**config.mk**
```make
export PLATFORM = sky130hd
export DESIGN_NAME = interval_timer
export DESIGN_NICKNAME = d
export VERILOG_FILES = /design/src/rtl/itmr_pkg.sv /design/src/rtl/timer_core.sv /design/src/rtl/timer_irq.sv /design/src/rtl/timer_regs.sv /design/src/rtl/interval_timer.sv
export SDC_FILE = /design/constraint.sdc
export NUM_CORES = 1
export LEC_CHECK = 0
export BUFFER_PORTS_ARGS = -buffer_cell sky130_fd_sc_hd__clkbuf_2
export CAP_MARGIN = 20
export CORE_ASPECT_RATIO = 2
export CORE_MARGIN = 2
export CORE_UTILIZATION = 40
export CTS_BUF_LIST = sky130_fd_sc_hd__clkbuf_16
export DETAILED_ROUTE_END_ITERATION = 6
export SETUP_SLACK_MARGIN = 0.5
export SYNTH_ARGS = -nofsm -noshare
export SYNTH_HDL_FRONTEND = slang
export SYNTH_SLANG_ARGS = --single-unit
```
**constraint.sdc**
```tcl
create_clock -name clk -period 2.1 [get_ports clk]
set_input_delay 0.21 -clock clk [delete_from_list [all_inputs] [get_ports clk]]
set_output_delay 0.21 -clock clk [all_outputs]
set_load 0.01 [all_outputs]
```
**src/rtl/itmr_pkg.sv**
```systemverilog
package itmr_pkg;
  // register indices (byte address = 4 * index)
  localparam int IX_CTRL   = 0;
  localparam int IX_STAT   = 1;
  localparam int IX_MAX_LO = 2;
  localparam int IX_MAX_HI = 3;
  localparam int IX_CNT_LO = 4;
  localparam int IX_CNT_HI = 5;

  // control / status bit positions
  localparam int B_RUN  = 0;
  localparam int B_TRIG = 1;
  localparam int B_CLR  = 2;
  localparam int B_CAP  = 3;
  localparam int B_IE   = 8;
  localparam int B_FLAG = 8;

  typedef struct packed {
    logic ie;
    logic trig;
    logic run;
  } ctrl_t;
endpackage

```
**src/rtl/timer_core.sv**
```systemverilog
module timer_core #(
  parameter int CW = 32
) (
  input  logic          clk,
  input  logic          rst_n,
  input  logic          run_en,
  input  logic          trig_en,
  input  logic          clr_now,
  input  logic [CW-1:0] max_val,
  output logic [CW-1:0] cnt,
  output logic          expire
);
  // next count: wrap to zero on terminal match
  function automatic logic [CW-1:0] step(input logic [CW-1:0] cur,
                                         input logic [CW-1:0] lim);
    return (cur == lim) ? '0 : cur + 1'b1;
  endfunction

  logic running;
  assign running = run_en | trig_en;
  assign expire  = running && (cnt == max_val);

  always_ff @(posedge clk) begin
    if (!rst_n)       cnt <= '0;
    else if (clr_now) cnt <= '0;
    else if (running) cnt <= step(cnt, max_val);
  end

  p_wrap_r3: assert property (@(posedge clk) disable iff (!rst_n)
    expire |=> (cnt == '0));
  p_step_r3: assert property (@(posedge clk) disable iff (!rst_n)
    (running && !expire && !clr_now) |=> (cnt == $past(cnt) + 1'b1));
  p_hold_r9: assert property (@(posedge clk) disable iff (!rst_n)
    (!running && !clr_now) |=> $stable(cnt));
  p_clr_r7: assert property (@(posedge clk) disable iff (!rst_n)
    clr_now |=> (cnt == '0));
endmodule

```
**src/rtl/timer_irq.sv**
```systemverilog
module timer_irq (
  input  logic clk,
  input  logic rst_n,
  input  logic expire,
  input  logic ie,
  input  logic w1c,
  output logic flag
);
  logic fire;
  assign fire = expire & ie;

  always_ff @(posedge clk) begin
    if (!rst_n)    flag <= 1'b0;
    else if (fire) flag <= 1'b1;   // expiry beats a clearing write
    else if (w1c)  flag <= 1'b0;
  end

  p_set_r4: assert property (@(posedge clk) disable iff (!rst_n)
    fire |=> flag);
  p_w1c_r10: assert property (@(posedge clk) disable iff (!rst_n)
    (w1c && !fire) |=> !flag);
  p_keep_r10: assert property (@(posedge clk) disable iff (!rst_n)
    (flag && !w1c) |=> flag);
endmodule

```
**src/rtl/timer_regs.sv**
```systemverilog
module timer_regs
  import itmr_pkg::*;
#(
  parameter int BW = 16,
  parameter int AW = 5,
  parameter int CW = 2 * BW
) (
  input  logic          clk,
  input  logic          rst_n,
  input  logic          wr_en,
  input  logic          rd_en,
  input  logic [AW-1:0] addr,
  input  logic [BW-1:0] wdata,
  input  logic [CW-1:0] cnt,
  input  logic          expire,
  input  logic          flag,
  output ctrl_t         ctrl,
  output logic          clr_now,
  output logic          w1c,
  output logic [CW-1:0] max_val,
  output logic [BW-1:0] rdata
);
  localparam int IW = AW - 2;

  function automatic logic [IW-1:0] ix(input int n);
    return IW'(n);
  endfunction

  logic [IW-1:0] idx;
  logic          wr_ctrl, rd_lo, snap, oneshot_done;
  logic [BW-1:0] hold, rd_mux;
  logic [1:0][BW-1:0] max_h;
  wire unused_addr = ^addr[1:0];

  assign idx          = addr[AW-1:2];
  assign wr_ctrl      = wr_en && (idx == ix(IX_CTRL));
  assign clr_now      = wr_ctrl && wdata[B_CLR];
  assign w1c          = wr_en && (idx == ix(IX_STAT)) && wdata[B_FLAG];
  assign rd_lo        = rd_en && (idx == ix(IX_CNT_LO));
  assign snap         = rd_lo || (wr_ctrl && wdata[B_CAP]);
  assign oneshot_done = expire && ctrl.trig;

  // terminal value halves
  for (genvar h = 0; h < 2; h++) begin : g_max
    localparam logic [IW-1:0] HIX = IW'(IX_MAX_LO + h);
    always_ff @(posedge clk) begin
      if (!rst_n)                     max_h[h] <= '0;
      else if (wr_en && idx == HIX)   max_h[h] <= wdata;
    end
  end
  assign max_val = {max_h[1], max_h[0]};

  // control register; trigger self-clears on one-shot expiry
  always_ff @(posedge clk) begin
    if (!rst_n) begin
      ctrl <= '0;
    end else if (wr_ctrl) begin
      ctrl.run  <= wdata[B_RUN];
      ctrl.trig <= wdata[B_TRIG];
      ctrl.ie   <= wdata[B_IE];
    end else if (oneshot_done) begin
      ctrl.trig <= 1'b0;
    end
  end

  // high-half holding register
  always_ff @(posedge clk) begin
    if (!rst_n)    hold <= '0;
    else if (snap) hold <= cnt[CW-1:BW];
  end

  always_comb begin
    rd_mux = '0;
    case (idx)
      ix(IX_CTRL): begin
        rd_mux[B_RUN]  = ctrl.run;
        rd_mux[B_TRIG] = ctrl.trig;
        rd_mux[B_IE]   = ctrl.ie;
      end
      ix(IX_STAT):   rd_mux[B_FLAG] = flag;
      ix(IX_MAX_LO): rd_mux = max_h[0];
      ix(IX_MAX_HI): rd_mux = max_h[1];
      ix(IX_CNT_LO): rd_mux = cnt[BW-1:0];
      ix(IX_CNT_HI): rd_mux = hold;
      default:       rd_mux = '0;
    endcase
  end

  always_ff @(posedge clk) begin
    if (!rst_n)     rdata <= '0;
    else if (rd_en) rdata <= rd_mux;
  end

  p_snap_r5: assert property (@(posedge clk) disable iff (!rst_n)
    rd_lo |=> (hold == $past(cnt[CW-1:BW])));
  p_hiread_r5: assert property (@(posedge clk) disable iff (!rst_n)
    (rd_en && idx == ix(IX_CNT_HI)) |=> (rdata == $past(hold)));
  p_oneshot_r8: assert property (@(posedge clk) disable iff (!rst_n)
    (oneshot_done && !wr_ctrl) |=> !ctrl.trig);
  p_idle_rd_r2: assert property (@(posedge clk) disable iff (!rst_n)
    !rd_en |=> $stable(rdata));
endmodule

```
**src/rtl/interval_timer.sv**
```systemverilog
module interval_timer
  import itmr_pkg::*;
#(
  parameter int BW = 16,
  parameter int AW = 5
) (
  input  logic          clk,
  input  logic          rst_n,
  input  logic          wr_en,
  input  logic          rd_en,
  input  logic [AW-1:0] addr,
  input  logic [BW-1:0] wdata,
  output logic [BW-1:0] rdata,
  output logic          irq
);
  localparam int CW = 2 * BW;

  ctrl_t         ctrl;
  logic          clr_now, w1c, expire, flag;
  logic [CW-1:0] max_val, cnt;

  timer_regs #(.BW(BW), .AW(AW), .CW(CW)) u_regs (
    .clk(clk), .rst_n(rst_n), .wr_en(wr_en), .rd_en(rd_en),
    .addr(addr), .wdata(wdata), .cnt(cnt), .expire(expire), .flag(flag),
    .ctrl(ctrl), .clr_now(clr_now), .w1c(w1c), .max_val(max_val),
    .rdata(rdata)
  );

  timer_core #(.CW(CW)) u_core (
    .clk(clk), .rst_n(rst_n), .run_en(ctrl.run), .trig_en(ctrl.trig),
    .clr_now(clr_now), .max_val(max_val), .cnt(cnt), .expire(expire)
  );

  timer_irq u_irq (
    .clk(clk), .rst_n(rst_n), .expire(expire), .ie(ctrl.ie),
    .w1c(w1c), .flag(flag)
  );

  assign irq = flag;
endmodule

```
# After elaboration in Yosys (flattened, before gate mapping)
# Cells that the tools add are included.
[totals]
output_inout_bits = 17
ff_bits = 100
mem_bits_ro = 0
latch_bits = 0
n_memories = 0
ram_bits = 0
[classes]
magnitude_cmp = 0
eq_ne = 6
div = 0
add_sub_neg = 1
mul = 0
n_mux = 9
n_reduce_logical = 15
n_shift = 0
n_bitwise = 3
[op_table]
columns = ["cell", "n"]
rows = [
  ["adder 32 x 1 -> 32 bit (second input constant)", 1],
  ["equality test 32 bit", 1],
  ["2-to-1 mux 32 bit", 1],
  ["case mux 7 bit (4 select lines)", 1],
  ["case mux 6 bit (4 select lines)", 1],
  ["logical AND 1 bit", 10],
  ["case mux 2 bit (5 select lines)", 1],
  ["equality test 3 x 2 -> 1 bit (second input constant)", 2],
  ["equality test 3 bit (second input constant)", 2],
  ["case mux 1 bit (6 select lines)", 1],
  ["2-to-1 mux 1 bit", 4],
  ["nonzero test 2 bit", 2],
  ["equality test 3 x 1 -> 1 bit (second input constant)", 1],
  ["zero test 3 bit", 1],
  ["OR reduction 2 bit", 1],
  ["AND 1 bit", 1],
  ["logical OR 1 bit", 1],
  ["NOT 1 bit", 1],
  ["bitwise OR 1 bit", 1],
]

# Logic depth before layout (Yosys ltp)
[logic_depth]
ltp_word = 5
mapped_depth = 8

# By module
# A second synthesis with hierarchy kept.
[hier_totals]
cells_unflattened = 569
hier_area_um2 = 5086.1
[by_module_without_submodules]
columns = ["mod", "cells_per_inst", "area_per_inst_um2", "instances"]
rows = [
  ["timer_regs", 348, 3125.5, 1],
  ["timer_core", 217, 1919.3, 1],
  ["timer_irq", 4, 41.3, 1],
]

# Worst setup path before layout
# No wires, ideal clock.
[synth_path]
path_kind = "register to register"
startpoint = "register u_core.cnt[0]"
endpoint = "register u_core.cnt[26]"
synth_period_minus_slack_ps = 1785
arrival_ps = 1719
stages_incl_launch_ff = 8
path_slack_ps = 315
path_buffers = 1
setup_ps = 66
cell_sequence = "dfxtp_1 ha_1 o2111a_2 and3_1 buf_2 nand4_2 or3_1 a21oi_2"
[synth_between]
elab_chain_len = 2
[synth_lines]
columns = ["element", "line", "source"]
rows = [
  ["start, declared", "timer_core.sv:10", "output logic [CW-1:0] cnt,"],
  ["start signal, assigned", "timer_core.sv:26", "else if (running) cnt <= step(cnt, max_val);"],
  ["adder 32 x 1 -> 32 bit or equality test 32 bit (tied branches)", "timer_core.sv:16", "return (cur == lim) ? '0 : cur + 1'b1;"],
  ["2-to-1 mux 32 bit *", "timer_core.sv:16", ""],
]
# Mark *: on every way between the ends. The rest lies on a longest branch, timed or not.
# A chain may end at the register's enable or synchronous reset.

# Worst setup path after layout
[layout_path]
startpoint = "register u_core.cnt[5]"
endpoint = "register u_core.cnt[23]"
# The elaborated chain is that of the path after synthesis.

==> reports/results.txt <==
Outcome - complete, no violations
Worst EP arrival - 2200 ps
Chip height - 163 µm
Share of post-route cells with drive strength above 1 - 0.274
Setup crit start - u_core.cnt[5]
Final Critical Period - 1960 ps
Slew @ Worst Pin - 908 ps
Initial DRC count - 227
Max Transition Viols Final - 0
Max_cap viols - 0
Clock transition at the registers of the reported paths - 70 ps
CTS root buf - clkbuf_16
Initial antenna violation count - 0
Synth Net Count - 594
Clk pwr share - 0.423
Hold WC Path Type - in -> reg
Crit start category - register
Crit path max fanout - 6
Reg2reg start - u_core.cnt[5]
Dpl hpwl - 10.9 mm
WP data required - 2340 ps
Effective utilization at floorplan - 0.405
Final hold vios - 0
H-tree Lvls - 3
Switch share - 0.252
DR pass1 iterations - 4
ANT nets after route - 0
Finish-stage setup viols - 0
Pleak - 2.50 nW
P&R area growth vs syn - 22.3%
WHS - 86.8 ps
Drt drc - 0
Pin count of the biggest net entering global routing - 40
Vias after detailed routing - 4332
Global route overflow - 0
Yosys top cell area share - 0.396
CP endpoint kind - register
Total wire length - 14.7 mm
Syn avg cell area - 8.90 µm²
Period utilisation layout - 0.934
Area leader, netlist - dfxtp_1
Clock buffer depth - 2
Number of global-route vias before repair - 4267
Clock skew - 7.59 ps
Top post-synthesis cells by area - dfxtp_1 (40%), xor2_1 (6.9%), nand2_1 (6.8%)
R2R Setup Slk - 140 ps
Clk_lat worst skew - 350 ps
Seq pwr share - 0.477
Int Pwr - 3.04 mW
EDFF count, synth - 0
Most common flop cell mapped by yosys - dfxtp_1
First-pass GRT wire length - 23.0 mm
Row count - 58
Num CTS Buffers - 9
Die area - 0.0136 mm²
# hold bufs at CTS - 0
RSZ-0062 raised after global routing - true
Mapped Cells - 568
R2r worst-path depth - 7
CTS tree - built
Seq/Total Area, Yosys - 0.396
Kind of critical path - reg -> reg
Layout Nets - 664
# clock sinks - 100
Most common library cell in the layout ignoring fill and taps - nand2_1
Vias/cell - 5.46
Commonest cells after routing, fill and taps aside - nand2_1 (91), dfxtp_1 (89), buf_4 (52)
Dpl cells - 769
Max Fclk - 510 MHz
Final GP Congestion - 0.899
Setup crit end - u_core.cnt[23]
Final Non-Filler Cells - 793
Count of input and output buffers - 39
Synth warn - 0
Slew margin rel. - 0.393
RR Endpoint - u_core.cnt[23]
Core Region - 0.0125 mm²
IO Count - 42
Mapped cell area - 0.00505 mm²
Width of the die - 83.5 µm
Final core occ - 0.495
Seq cells post-synth - 100
Yosys cell types - 54
Peak VDD IR - 0.562 mV
Ant. Diodes - 0
Post-synth ARST share - 0
Routed length per instance - 18.5 µm
GRT Util Overall - 0.220
PD cells - 658 mW/mm²
Logic gate share of total power - 0.100
TNS Setup - 0 ps
Sw Pwr - 1.03 mW
[critical path: stages, from the launching register on]
cell     delay, ps
dfxtp_1        350
buf_4          150
and4_1         310
nand4_1        270
buf_4          250
nor3_1         300
xnor2_1        160
nor2_1          60
[synthesized netlist by cell type (10+ instances only)]
master,n
dfxtp_1,100
nand2_1,91
xor2_1,40
a21boi_0,29
nor2_1,24
nor2b_1,24
mux2i_1,21
clkbuf_1,18
xnor2_1,18
nor2_2,16
buf_2,12
inv_1,12
mux2_2,11
o21ai_0,11
a22oi_1,10
and2_1,10
nand3_1,10
[metrics by stage]
stage | instance area, µm² | power (mW) | worst slack (ps)
final | 6180 | 4.07 | 138
after global routing | 6180 | 4.20 | 69.7
after CTS | 6060 | 4.05 | 131
after detailed placement | 5660 | 2.31 | 117
after global placement | 5660 | 2.31 | 112
after floorplan | 5060 | 2.17 | 370
[flip-flops by register name (all words and copies together), names as in the netlist]
signal	count
u_regs.max_val	32
u_core.cnt	32
u_irq.flag	1
u_regs.ctrl	3
u_regs.rdata	16
u_regs.hold	16
[per-layer routing]
metal  global-route usage  vias to the layer above  routed length (µm)
li1                     -                     2091                   -
met1                0.236                     2084                5560
met2                0.415                      118                7910
met3               0.0228                       39                 437
met4                0.118                        0                 794
met5                    0                        -                   0
[area by class of cell]
| class | instances | area [µm²] |
|---|---|---|
| fillers | 1212 | 6300 |
| multi-input cells | 415 | 2880 |
| flip-flops and latches | 100 | 2020 |
| repair buffers | 100 | 746 |
| clock buffers | 9 | 225 |
| well taps | 150 | 188 |
| clock inverters | 7 | 80.1 |
| inverters | 12 | 45.0 |
[how the worst min path moves through the flow]
stage	from	to	slack, ps	cells past startpoint
after floorplan	wdata[14]	u_regs.max_val[30]	340	2
final	wdata[9]	u_regs.max_val[25]	90	3
after CTS	wdata[9]	u_regs.max_val[25]	80	3
after global routing	wdata[9]	u_regs.max_val[25]	90	3
after global placement	wdata[10]	u_regs.max_val[26]	450	3
after detailed placement	wdata[9]	u_regs.max_val[25]	460	3
[power groups by stage]
stage | clock network [mW] | registers [mW] | logic [mW]
floorplan | 0 | 1.98 | 0.188
global placement | 0 | 1.98 | 0.328
detailed placement | 0 | 1.98 | 0.331
CTS | 1.74 | 1.94 | 0.363
global route | 1.82 | 1.94 | 0.433
finish | 1.72 | 1.94 | 0.408
[repair_timing]
action / in CTS / in global routing
buffers inserted: 3 / 3
endpoints found under the setup margin: 34 / 34
cloned: 2 / 0
pin swaps: 2 / 8
hold endpoints to repair: 0 / 0
gates resized for setup: 8 / 26
[cells by family (layout without fill, tap and decap cells)]
group           count (synthesis)  count (layout)  share of synthesized area
compound gates                104             104                      0.160
xor+xnor                       58              58                      0.100
fa+ha+maj                       1               1                    0.00247
buf+inv                        53             128                     0.0522
flops                         100             100                      0.396
mux                            32              32                     0.0661
simple gates                  220             220                      0.222
Note: power is estimated with default switching activity, not from simulation.
